[config.mk]
export PLATFORM = sky130hd
export DESIGN_NAME = trk_adc_ctrl
export DESIGN_NICKNAME = d
export VERILOG_FILES = /design/src/rtl/trk_pkg.sv /design/src/rtl/trk_phase_ctl.sv /design/src/rtl/trk_updown_cnt.sv /design/src/rtl/trk_lock_mon.sv /design/src/rtl/trk_adc_ctrl.sv
export SDC_FILE = /design/constraint.sdc
export NUM_CORES = 1
export LEC_CHECK = 0
export ABC_CLOCK_PERIOD_IN_PS = 4500
export BUFFER_PORTS_ARGS = -buffer_cell sky130_fd_sc_hd__buf_2
export CAP_MARGIN = 20
export CELL_PAD_IN_SITES_DETAIL_PLACEMENT = 1
export CELL_PAD_IN_SITES_GLOBAL_PLACEMENT = 1
export CORE_UTILIZATION = 44
export DETAILED_ROUTE_END_ITERATION = 10
export PLACE_DENSITY = 0.88
export SYNTH_ARGS = -nofsm -noshare
export SYNTH_HDL_FRONTEND = slang
export SYNTH_SLANG_ARGS = --single-unit
[constraint.sdc]
create_clock -name clk -period 4.5 [get_ports clk]
set_clock_uncertainty 0.1 [all_clocks]
set_input_delay 0.9 -clock clk [delete_from_list [all_inputs] [get_ports clk]]
set_output_delay 0.9 -clock clk [all_outputs]
set_load 0.005 [all_outputs]
[src/rtl/trk_pkg.sv]
package trk_pkg;

  typedef enum logic [1:0] {
    ACT_HOLD = 2'd0,
    ACT_UP   = 2'd1,
    ACT_DN   = 2'd2
  } act_t;

  // Requested move from phase and comparator flags
  function automatic act_t pick_act(logic acq, logic above, logic below);
    if (above && below) return ACT_HOLD;
    if (acq)            return below ? ACT_UP : ACT_HOLD;
    if (below)          return ACT_UP;
    if (above)          return ACT_DN;
    return ACT_HOLD;
  endfunction

  // Two equal non-hold moves in a row mean the loop is slewing
  function automatic logic is_run(act_t newer, act_t older);
    return (newer == older) && (newer != ACT_HOLD);
  endfunction

endpackage

[src/rtl/trk_phase_ctl.sv]
module trk_phase_ctl
  import trk_pkg::*;
(
  input  logic clk,
  input  logic rst_n,
  input  logic step_en,
  input  logic cmp_above,
  input  logic cmp_below,
  output logic acquiring,
  output act_t req_act
);

  logic input_bad;
  logic reach_evt;

  assign input_bad = cmp_above && cmp_below;
  assign reach_evt = step_en && acquiring && !input_bad && !cmp_below;
  assign req_act   = pick_act(acquiring, cmp_above, cmp_below);

  always_ff @(posedge clk or negedge rst_n) begin
    if (!rst_n)         acquiring <= 1'b1;
    else if (reach_evt) acquiring <= 1'b0;
  end

  // once the input is reached, acquisition is over
  a_r2_acq_exit: assert property (@(posedge clk) disable iff (!rst_n)
    reach_evt |=> !acquiring);

  // acquisition is never re-entered
  a_r2_no_reentry: assert property (@(posedge clk) disable iff (!rst_n)
    !acquiring |=> !acquiring);

  // an invalid input leaves the phase alone
  a_r6_phase_kept: assert property (@(posedge clk) disable iff (!rst_n)
    (step_en && input_bad) |=> $stable(acquiring));

endmodule

[src/rtl/trk_updown_cnt.sv]
module trk_updown_cnt
  import trk_pkg::*;
#(
  parameter int CODE_W = 8
) (
  input  logic              clk,
  input  logic              rst_n,
  input  logic              step_en,
  input  act_t              req_act,
  output logic [CODE_W-1:0] code,
  output act_t              taken_act
);

  localparam logic [CODE_W-1:0] CODE_MAX = '1;
  localparam logic [CODE_W-1:0] CODE_MIN = '0;
  localparam logic [CODE_W-1:0] ONE      = CODE_W'(1);

  logic at_top;
  logic at_bot;

  assign at_top = (code == CODE_MAX);
  assign at_bot = (code == CODE_MIN);

  always_comb begin
    taken_act = req_act;
    if ((req_act == ACT_UP && at_top) || (req_act == ACT_DN && at_bot))
      taken_act = ACT_HOLD;
  end

  always_ff @(posedge clk or negedge rst_n) begin
    if (!rst_n) begin
      code <= CODE_MIN;
    end else if (step_en) begin
      case (taken_act)
        ACT_UP:  code <= code + ONE;
        ACT_DN:  code <= code - ONE;
        default: code <= code;
      endcase
    end
  end

  // an up request below the top adds one
  a_r4_inc: assert property (@(posedge clk) disable iff (!rst_n)
    (step_en && req_act == ACT_UP && !at_top) |=> code == $past(code) + ONE);

  // a down request above zero subtracts one
  a_r3_dec: assert property (@(posedge clk) disable iff (!rst_n)
    (step_en && req_act == ACT_DN && !at_bot) |=> code == $past(code) - ONE);

  // saturation at both ends
  a_r8_sat_top: assert property (@(posedge clk) disable iff (!rst_n)
    (step_en && req_act == ACT_UP && at_top) |=> code == CODE_MAX);
  a_r8_sat_bot: assert property (@(posedge clk) disable iff (!rst_n)
    (step_en && req_act == ACT_DN && at_bot) |=> code == CODE_MIN);

  // idle clocks do not move the code
  a_r7_idle: assert property (@(posedge clk) disable iff (!rst_n)
    !step_en |=> $stable(code));

  // a hold request keeps the code
  a_r5_hold: assert property (@(posedge clk) disable iff (!rst_n)
    (step_en && req_act == ACT_HOLD) |=> $stable(code));

endmodule

[src/rtl/trk_lock_mon.sv]
module trk_lock_mon
  import trk_pkg::*;
(
  input  logic clk,
  input  logic rst_n,
  input  logic step_en,
  input  logic acquiring,
  input  act_t taken_act,
  output logic locked
);

  act_t last_act;
  act_t prev_act;

  always_ff @(posedge clk or negedge rst_n) begin
    if (!rst_n) begin
      last_act <= ACT_HOLD;
      prev_act <= ACT_HOLD;
    end else if (step_en) begin
      prev_act <= last_act;
      last_act <= taken_act;
    end
  end

  assign locked = !acquiring && !is_run(last_act, prev_act);

  // a recorded hold restores the lock once tracking
  a_r9_hold_locks: assert property (@(posedge clk) disable iff (!rst_n)
    (step_en && taken_act == ACT_HOLD) |=> (locked || acquiring));

  // a repeated step direction drops the lock
  a_r9_run_unlocks: assert property (@(posedge clk) disable iff (!rst_n)
    (step_en && taken_act != ACT_HOLD && taken_act == last_act) |=> !locked);

  // no lock while still acquiring
  a_r9_acq_unlocked: assert property (@(posedge clk) disable iff (!rst_n)
    acquiring |-> !locked);

endmodule

[src/rtl/trk_adc_ctrl.sv]
module trk_adc_ctrl
  import trk_pkg::*;
#(
  parameter int CODE_W = 8
) (
  input  logic              clk,
  input  logic              rst_n,
  input  logic              step_en,
  input  logic              cmp_above,
  input  logic              cmp_below,
  output logic [CODE_W-1:0] code,
  output logic              acquiring,
  output logic              locked
);

  act_t req_act;
  act_t taken_act;

  trk_phase_ctl u_phase (
    .clk       (clk),
    .rst_n     (rst_n),
    .step_en   (step_en),
    .cmp_above (cmp_above),
    .cmp_below (cmp_below),
    .acquiring (acquiring),
    .req_act   (req_act)
  );

  trk_updown_cnt #(.CODE_W(CODE_W)) u_cnt (
    .clk       (clk),
    .rst_n     (rst_n),
    .step_en   (step_en),
    .req_act   (req_act),
    .code      (code),
    .taken_act (taken_act)
  );

  trk_lock_mon u_lock (
    .clk       (clk),
    .rst_n     (rst_n),
    .step_en   (step_en),
    .acquiring (acquiring),
    .taken_act (taken_act),
    .locked    (locked)
  );

  // both flags set never moves the code
  a_r6_both_hold: assert property (@(posedge clk) disable iff (!rst_n)
    (step_en && cmp_above && cmp_below) |=> $stable(code));

  // the acquisition ramp never lowers the code
  a_r2_no_down: assert property (@(posedge clk) disable iff (!rst_n)
    (step_en && acquiring) |=> code >= $past(code));

  // idle clocks change none of the outputs
  a_r7_outputs_idle: assert property (@(posedge clk) disable iff (!rst_n)
    !step_en |=> ($stable(acquiring) && $stable(locked)));

endmodule

==> reports/results.ini, run 1 <==
[die]
placementRows = 15
coreArea_um2 = 1800
boundaryPins = 15
start_util = 0.485
die_w_um = 46.6
fp.dieArea_um2 = 2170
chipHeight_um = 46.6

[critical_path]
critPathLaunchType = primary input
r2r_setup_slack_ps = 1630
critPathLaunch = cmp_below
ff2ff_path_depth = 10
end_kind = register
slowest_delay_ps = 450
critical_path_required_ps = 4590
crit_path_frequent_cell = a21oi_1
r2r-end = u_cnt.code[6]$_DFFE_PN0P_
cp.buffers_inverters = 2
worstPathCellList = buf_2 > nor2_1 > nand2_1 > a21oi_1 > ha_1 > inv_1 > fa_1 > nand2b_1 > a21oi_1 > o21a_1 > nor3_1 > o31ai_1
critical_path_class = primary input to register
crit_fanout = 9
critPathTopFamily = adder cells
rr_startpoint = u_cnt.code[0]$_DFFE_PN0P_
slowest_stage = ha_1
cp_data_arrival_time_ps = 3230

[placed_design]
portBuffers = 14
place_ws_ps = 1090
dp_hpwl_um = 1690
placed_area_um2 = 961
gp_congestion = 0.729

[routing]
viasPerCell = 5.52
wl_met2_um = 1080
antenna_left = 0
drc = 0
drt_pass1_iterations = 2
drt-total-wl_um = 2140
vias = 729
wl_met1_um = 981
wl_per_cell_um = 16.2
dr.max_layer_used = met4
wl_met3_um = 48
drt_iter0_markers = 7

[outcome]
status = finished clean

[logic_synthesis]
syn_area_per_cell_um2 = 9.61
ys_seq_elements = 13
yosys-top-cells-area = dfrtp_1 34%, ha_1 10%, nand2_1 4.7%
yosysSeqAreaShare = 0.373
yosysWarnings = 0
synth.distinct_cells = 30
syn_area_um2 = 875
synth_cells = 91
synthMostInstantiatedCell = dfrtp_1
synth_top_area_share = 0.343
synth_common_cells = 12 x dfrtp_1, 11 x nand2_1, 7 x ha_1, 7 x inv_1, 6 x o21ai_0
synth_nets = 104
synthFlopType = dfrtp_1
synthArstFlopShare = 1.00
yosys.area.top_type = dfrtp_1
synth-edff-count = 0

[power]
powerDensity_nw_per_um2 = 549
power.leakage_nw = 0.459
peakVddDrop_uv = 254
p_total_mw = 0.542

[clocking]
clk_pin_slew_ps = 90
cts-resized-gates = 0
cts_sinks = 13
tritoncts = built
postCtsSetupRepairBufs = 0
numCtsBuffers = 3
cts.path.max_buffers = 2
cts_root_buffer = clkbuf_4
cts_hold_buf = 0
cts_max_level = 1
worstSkewPairLatency_ps = 280

[layout]
num_antenna_cells = 0
syn2layout_area_growth_pct = 12.9
design_area_um2 = 987
drive_above_1_share = 0.224
n_fill_cell = 236
fin_nets = 121

[timing]
finalHoldViolations = 0
slew_headroom = 0.741
hold_ws_ps = 393
drv_slew = 0
setup_viol = 0
rsz0062_at_grt = false
max_freq_mhz = 318
fin_ws_ps = 1360
timing.final.crit_share = 0.698
fin_setup_tns_ps = 0
tightest_slew_ps = 388
fin_crit_ps = 3140

[grt]
antenna_found_initial = 0
grt_pass1_wl_um = 3420
first_global_vias = 706
grt_max_degree = 17
grt-ovfl-total = 0
grt_use_total = 0.237

[min_path]
hold_class = primary input to async pin

[run]
drv_cap = 0

## area by class of cell
| type | count | area (um2) | share of cell area |
|---|---|---|---|
| multi-input combinational | 69 | 507 | 0.513 |
| sequential | 13 | 327 | 0.331 |
| timing repair buffer | 14 | 70.1 | 0.0710 |
| tap | 25 | 31.3 | 0.0317 |
| clock buffer | 4 | 26.3 | 0.0266 |
| inverter | 7 | 26.3 | 0.0266 |
## layout by cell type, fill, tap and decap left out
| cell | count |
|---|---|
| nand2_1 | 11 |
| o211ai_2 | 1 |
| a211oi_1 | 1 |
| xnor2_1 | 3 |
| a311oi_1 | 2 |
| mux2i_1 | 2 |
| nor2_1 | 5 |
| clkbuf_1 | 1 |
| o21ai_0 | 6 |
| dfstp_2 | 1 |
| xor2_1 | 3 |
| fa_1 | 1 |
| o31ai_1 | 3 |
| nand4_1 | 2 |
| or3_1 | 1 |
| a21o_1 | 1 |
| nand2b_1 | 1 |
| nor4_1 | 2 |
| a21oi_1 | 4 |
| dfrtp_1 | 12 |
| nor4_4 | 1 |
| ha_1 | 7 |
| inv_1 | 7 |
| nor3_1 | 3 |
| nand3_1 | 2 |
| a21boi_0 | 1 |
| nand2b_2 | 1 |
| mux2_2 | 3 |
| o21a_1 | 2 |
| buf_2 | 14 |
| clkbuf_4 | 3 |
## sequential cells by signal (all words and copies together) (netlist names)
register	count
u_phase.acquiring	1
u_lock.last_act	2
u_lock.prev_act	2
u_cnt.code	8
## stage by stage
step | util | cells
floorplan | - | 91
global placement | 0.533 | 128
detailed placement | 0.533 | 128
CTS | 0.548 | 132
global route | 0.548 | 132
finish | 0.548 | 132
## worst reg2reg max path: stages (launching register included)
cell and delay [ps]:
dfrtp_1 460, nor4_1 100, a21oi_1 260, ha_1 450, inv_1 190, fa_1 430, nand2b_1 180, a21oi_1 200
o21a_1 170, nor3_1 70, o31ai_1 190
## how the worst max path moves through the flow
stage / to / slack [ps] / depth (start not counted)
floorplan: u_cnt.code[7]$_DFFE_PN0P_ / 1580 / 8
global placement: u_cnt.code[6]$_DFFE_PN0P_ / 1270 / 12
detailed placement: u_cnt.code[6]$_DFFE_PN0P_ / 1090 / 12
CTS: u_cnt.code[6]$_DFFE_PN0P_ / 1380 / 12
global route: u_cnt.code[6]$_DFFE_PN0P_ / 1190 / 12
finish: u_cnt.code[6]$_DFFE_PN0P_ / 1360 / 12
## cell families (layout without fill, tap and decap cells)
kind of cell	Yosys count	after routing	share of synthesized area
XOR/XNOR	6	6	0.0601
flip-flops	13	13	0.373
multiplexers	5	5	0.0615
adder cells (fa/ha/maj)	8	8	0.123
AND/OR/NAND/NOR	29	29	0.175
buffers and inverters	9	25	0.0472
AO/OA/AOI/OAI	21	21	0.160
## where the power goes
part | switching (mW) | total (mW) | internal (mW)
clock network | 0.0418 | 0.0763 | 0.0344
logic | 0.141 | 0.254 | 0.114
registers | 0.0549 | 0.211 | 0.156
## routing by layer
| metal | GRT usage | vias to the layer above |
|---|---|---|
| li1 | - | 357 |
| met1 | 0.292 | 354 |
| met2 | 0.392 | 14 |
| met3 | 0.0353 | 4 |
| met4 | 0.129 | 0 |
| met5 | 0 | - |
Power figures use the tool's default switching activity.
==> run 2: changes to the inputs <==
ABC_AREA = 1   (was unset)
ABC_CLOCK_PERIOD_IN_PS = 2550   (was 4500)
CORE_UTILIZATION = 36   (was 44)
PLACE_DENSITY = 0.81   (was 0.88)
clock period = 2.55 ns   (was 4.5 ns; I/O delays follow)
==> reports/results.ini, run 2 <==
[routing]
drt_iter0_markers = 6
drt-total-wl_um = 2600
viasPerCell = 5.13
drc = 0
vias = 954
antenna_left = 0
wl_per_cell_um = 14.0
drt_pass1_iterations = 4

[timing]
drv_slew = 0
rsz0062_at_grt = true
fin_crit_ps = 2420
max_freq_mhz = 413
timing.final.crit_share = 0.949
tightest_slew_ps = 309
hold_ws_ps = 0.00167
finalHoldViolations = 0
setup_viol = 0
slew_headroom = 0.794

[critical_path]
slowest_delay_ps = 380
critPathLaunch = u_cnt.code[2]$_DFFE_PN0P_
slowest_stage = dfrtp_1
critical_path_class = register to register
crit_fanout = 5
r2r_setup_slack_ps = 130
critical_path_required_ps = 2620
cp_data_arrival_time_ps = 2490
ff2ff_path_depth = 15
critPathLaunchType = register
rr_startpoint = u_cnt.code[2]$_DFFE_PN0P_
worstPathCellList = inv_1 > nor3_2 > nand3_1 > nand3_1 > inv_1 > ha_4 > buf_4 > ha_4 > nand2_1 > nor2_1 > nand3_1 > nand2_1 > nand2_1 > nand3_1 > nand2_1
end_kind = register

[power]
combPwrFrac = 0.616
power_frac_seq = 0.276
cell_internal_pwr_mw = 0.700
p_total_mw = 1.24
peakVddDrop_uv = 655
p_sw_frac = 0.435
power.switching_mw = 0.540
power.leakage_nw = 0.659
p_clk_frac = 0.108
powerDensity_nw_per_um2 = 1000

[layout]
layout_top_registers = u_cnt.code (8), u_lock.last_act (2), u_lock.prev_act (2)
largest_reg_flops = 8
fin_nets = 170
post-route-util = 0.494
regMostFlops = u_cnt.code
design_area_um2 = 1240
final_common_cell = nand2_1
syn2layout_area_growth_pct = 27.8
drive_above_1_share = 0.295
layout_common_cells = 42 x nand2_1, 19 x inv_1, 14 x buf_2
num_antenna_cells = 0

[clocking]
cts_sinks = 13
cts.path.max_buffers = 2
cts_max_level = 1
tritoncts = built
numCtsBuffers = 3
worstSkewPairLatency_ps = 280
cts_root_buffer = clkbuf_4
clk_pin_slew_ps = 90
cts_hold_buf = 0

[logic_synthesis]
yosys.area.top_type = dfrtp_1
syn_area_um2 = 967
synth_nets = 142
synth-edff-count = 0
synth_top_area_share = 0.310
synth_mux_area_frac = 0
synthArstFlopShare = 1.00
synth_top_family_by_area = simple AND/OR/NAND/NOR gates
synth_simple_gate_area_frac = 0.358
synth_cells = 129
ys_seq_elements = 13
synthFlopType = dfrtp_1
yosysWarnings = 0
synth.distinct_cells = 26
yosys-top-cells-area = dfrtp_1 31%, nand2_1 16%, ha_1 9.1%
yosysSeqAreaShare = 0.338
synthMostInstantiatedCell = nand2_1
synth-xor-area-share = 0.0272
synth_compound_area_frac = 0.0841
synth_common_cells = 42 x nand2_1, 19 x inv_1, 13 x nand3_1
syn_area_per_cell_um2 = 7.50
yosys.area_share.adder = 0.111

[die]
chipHeight_um = 53.8
coreArea_um2 = 2500
die_w_um = 53.8
boundaryPins = 15
fp.dieArea_um2 = 2900
start_util = 0.387
placementRows = 18

[grt]
grt_use_total = 0.208
antenna_found_initial = 0
grt-ovfl-total = 0
grt_pass1_wl_um = 4240
first_global_vias = 949
grt_max_degree = 14

[outcome]
status = finished clean

[placed_design]
gp_congestion = 0.807
dp_hpwl_um = 1900
placed_area_um2 = 1100
portBuffers = 14

[min_path]
hold_class = primary input to async pin

[run]
drv_cap = 0

run 2: cell types whose count changed after synthesis, moves of 3 or more:
cell and change:
o21ai_0 -4, inv_1 +12, o31ai_1 -3, nand3_1 +11
mux2_2 -3, nand2_1 +31
run 2: final timing paths:
path,endpoint
setup / recovery,u_cnt.code[7]$_DFFE_PN0P_
hold / removal,u_cnt.code[1]$_DFFE_PN0P_
setup reg to reg,u_cnt.code[7]$_DFFE_PN0P_
hold reg to reg,u_lock.prev_act[0]$_DFFE_PN0P_
max in group asynchronous,u_phase.acquiring$_DFFE_PN1P_
min in group clk,u_phase.acquiring$_DFFE_PN1P_
run 2: routing by layer:
layer,vias to the layer above,GRT usage,share of wire
met5,-,0,0
met4,0,0.0395,0.013
met2,15,0.383,0.51
li1,469,-,-
met1,466,0.236,0.45
met3,4,0.0593,0.028
run 2: cell type report:
| cell class | instances | area (um2) |
|---|---|---|
| timing repair buffer | 23 | 138 |
| multi-input combinational | 95 | 627 |
| sequential | 13 | 329 |
| fill | 331 | 1260 |
| clock buffer | 4 | 26.3 |
| inverter | 21 | 78.8 |
| tap | 30 | 37.5 |
run 2: through the flow:
stage	setup WS, ps	std cells	TNS (ps)
5_1_grt	-44.5	186	-64.2
3_3_place_gp	74.7	177	0
6_report	129	186	0
4_1_cts	2.35	184	0
2_1_floorplan	272	129	0
3_5_place_dp	-29.8	177	-44.5
run 2: logic make-up (layout without fill, tap and decap cells):
group / after synthesis / count (layout)
fa+ha+maj: 8 / 8
flops: 13 / 13
simple gates: 72 / 72
xor+xnor: 3 / 3
buf+inv: 21 / 48
compound gates: 12 / 12
run 2: power by group through the flow:
| stage | clock, mW | sequential (mW) | combinational [mW] |
|---|---|---|---|
| finish | 0.133 | 0.343 | 0.764 |
| CTS | 0.136 | 0.340 | 0.689 |
| global route | 0.146 | 0.353 | 0.854 |
| floorplan | 0 | 0.353 | 0.414 |
| detailed placement | 0 | 0.352 | 0.627 |
| global placement | 0 | 0.347 | 0.602 |
run 2: critical path: cells and delay by family (launching register included):
family | cells | cell delay (ps)
buffers and inverters | 3 | 320
DFF | 1 | 380
and+or+nand+nor | 10 | 1050
adders and majority gates | 2 | 470
run 2: timing repair:
action / CTS / global route
resized for setup: 2 / 8
buffers inserted: 3 / 2
pin swaps: 1 / 1
endpoints found under the setup margin: 3 / 3
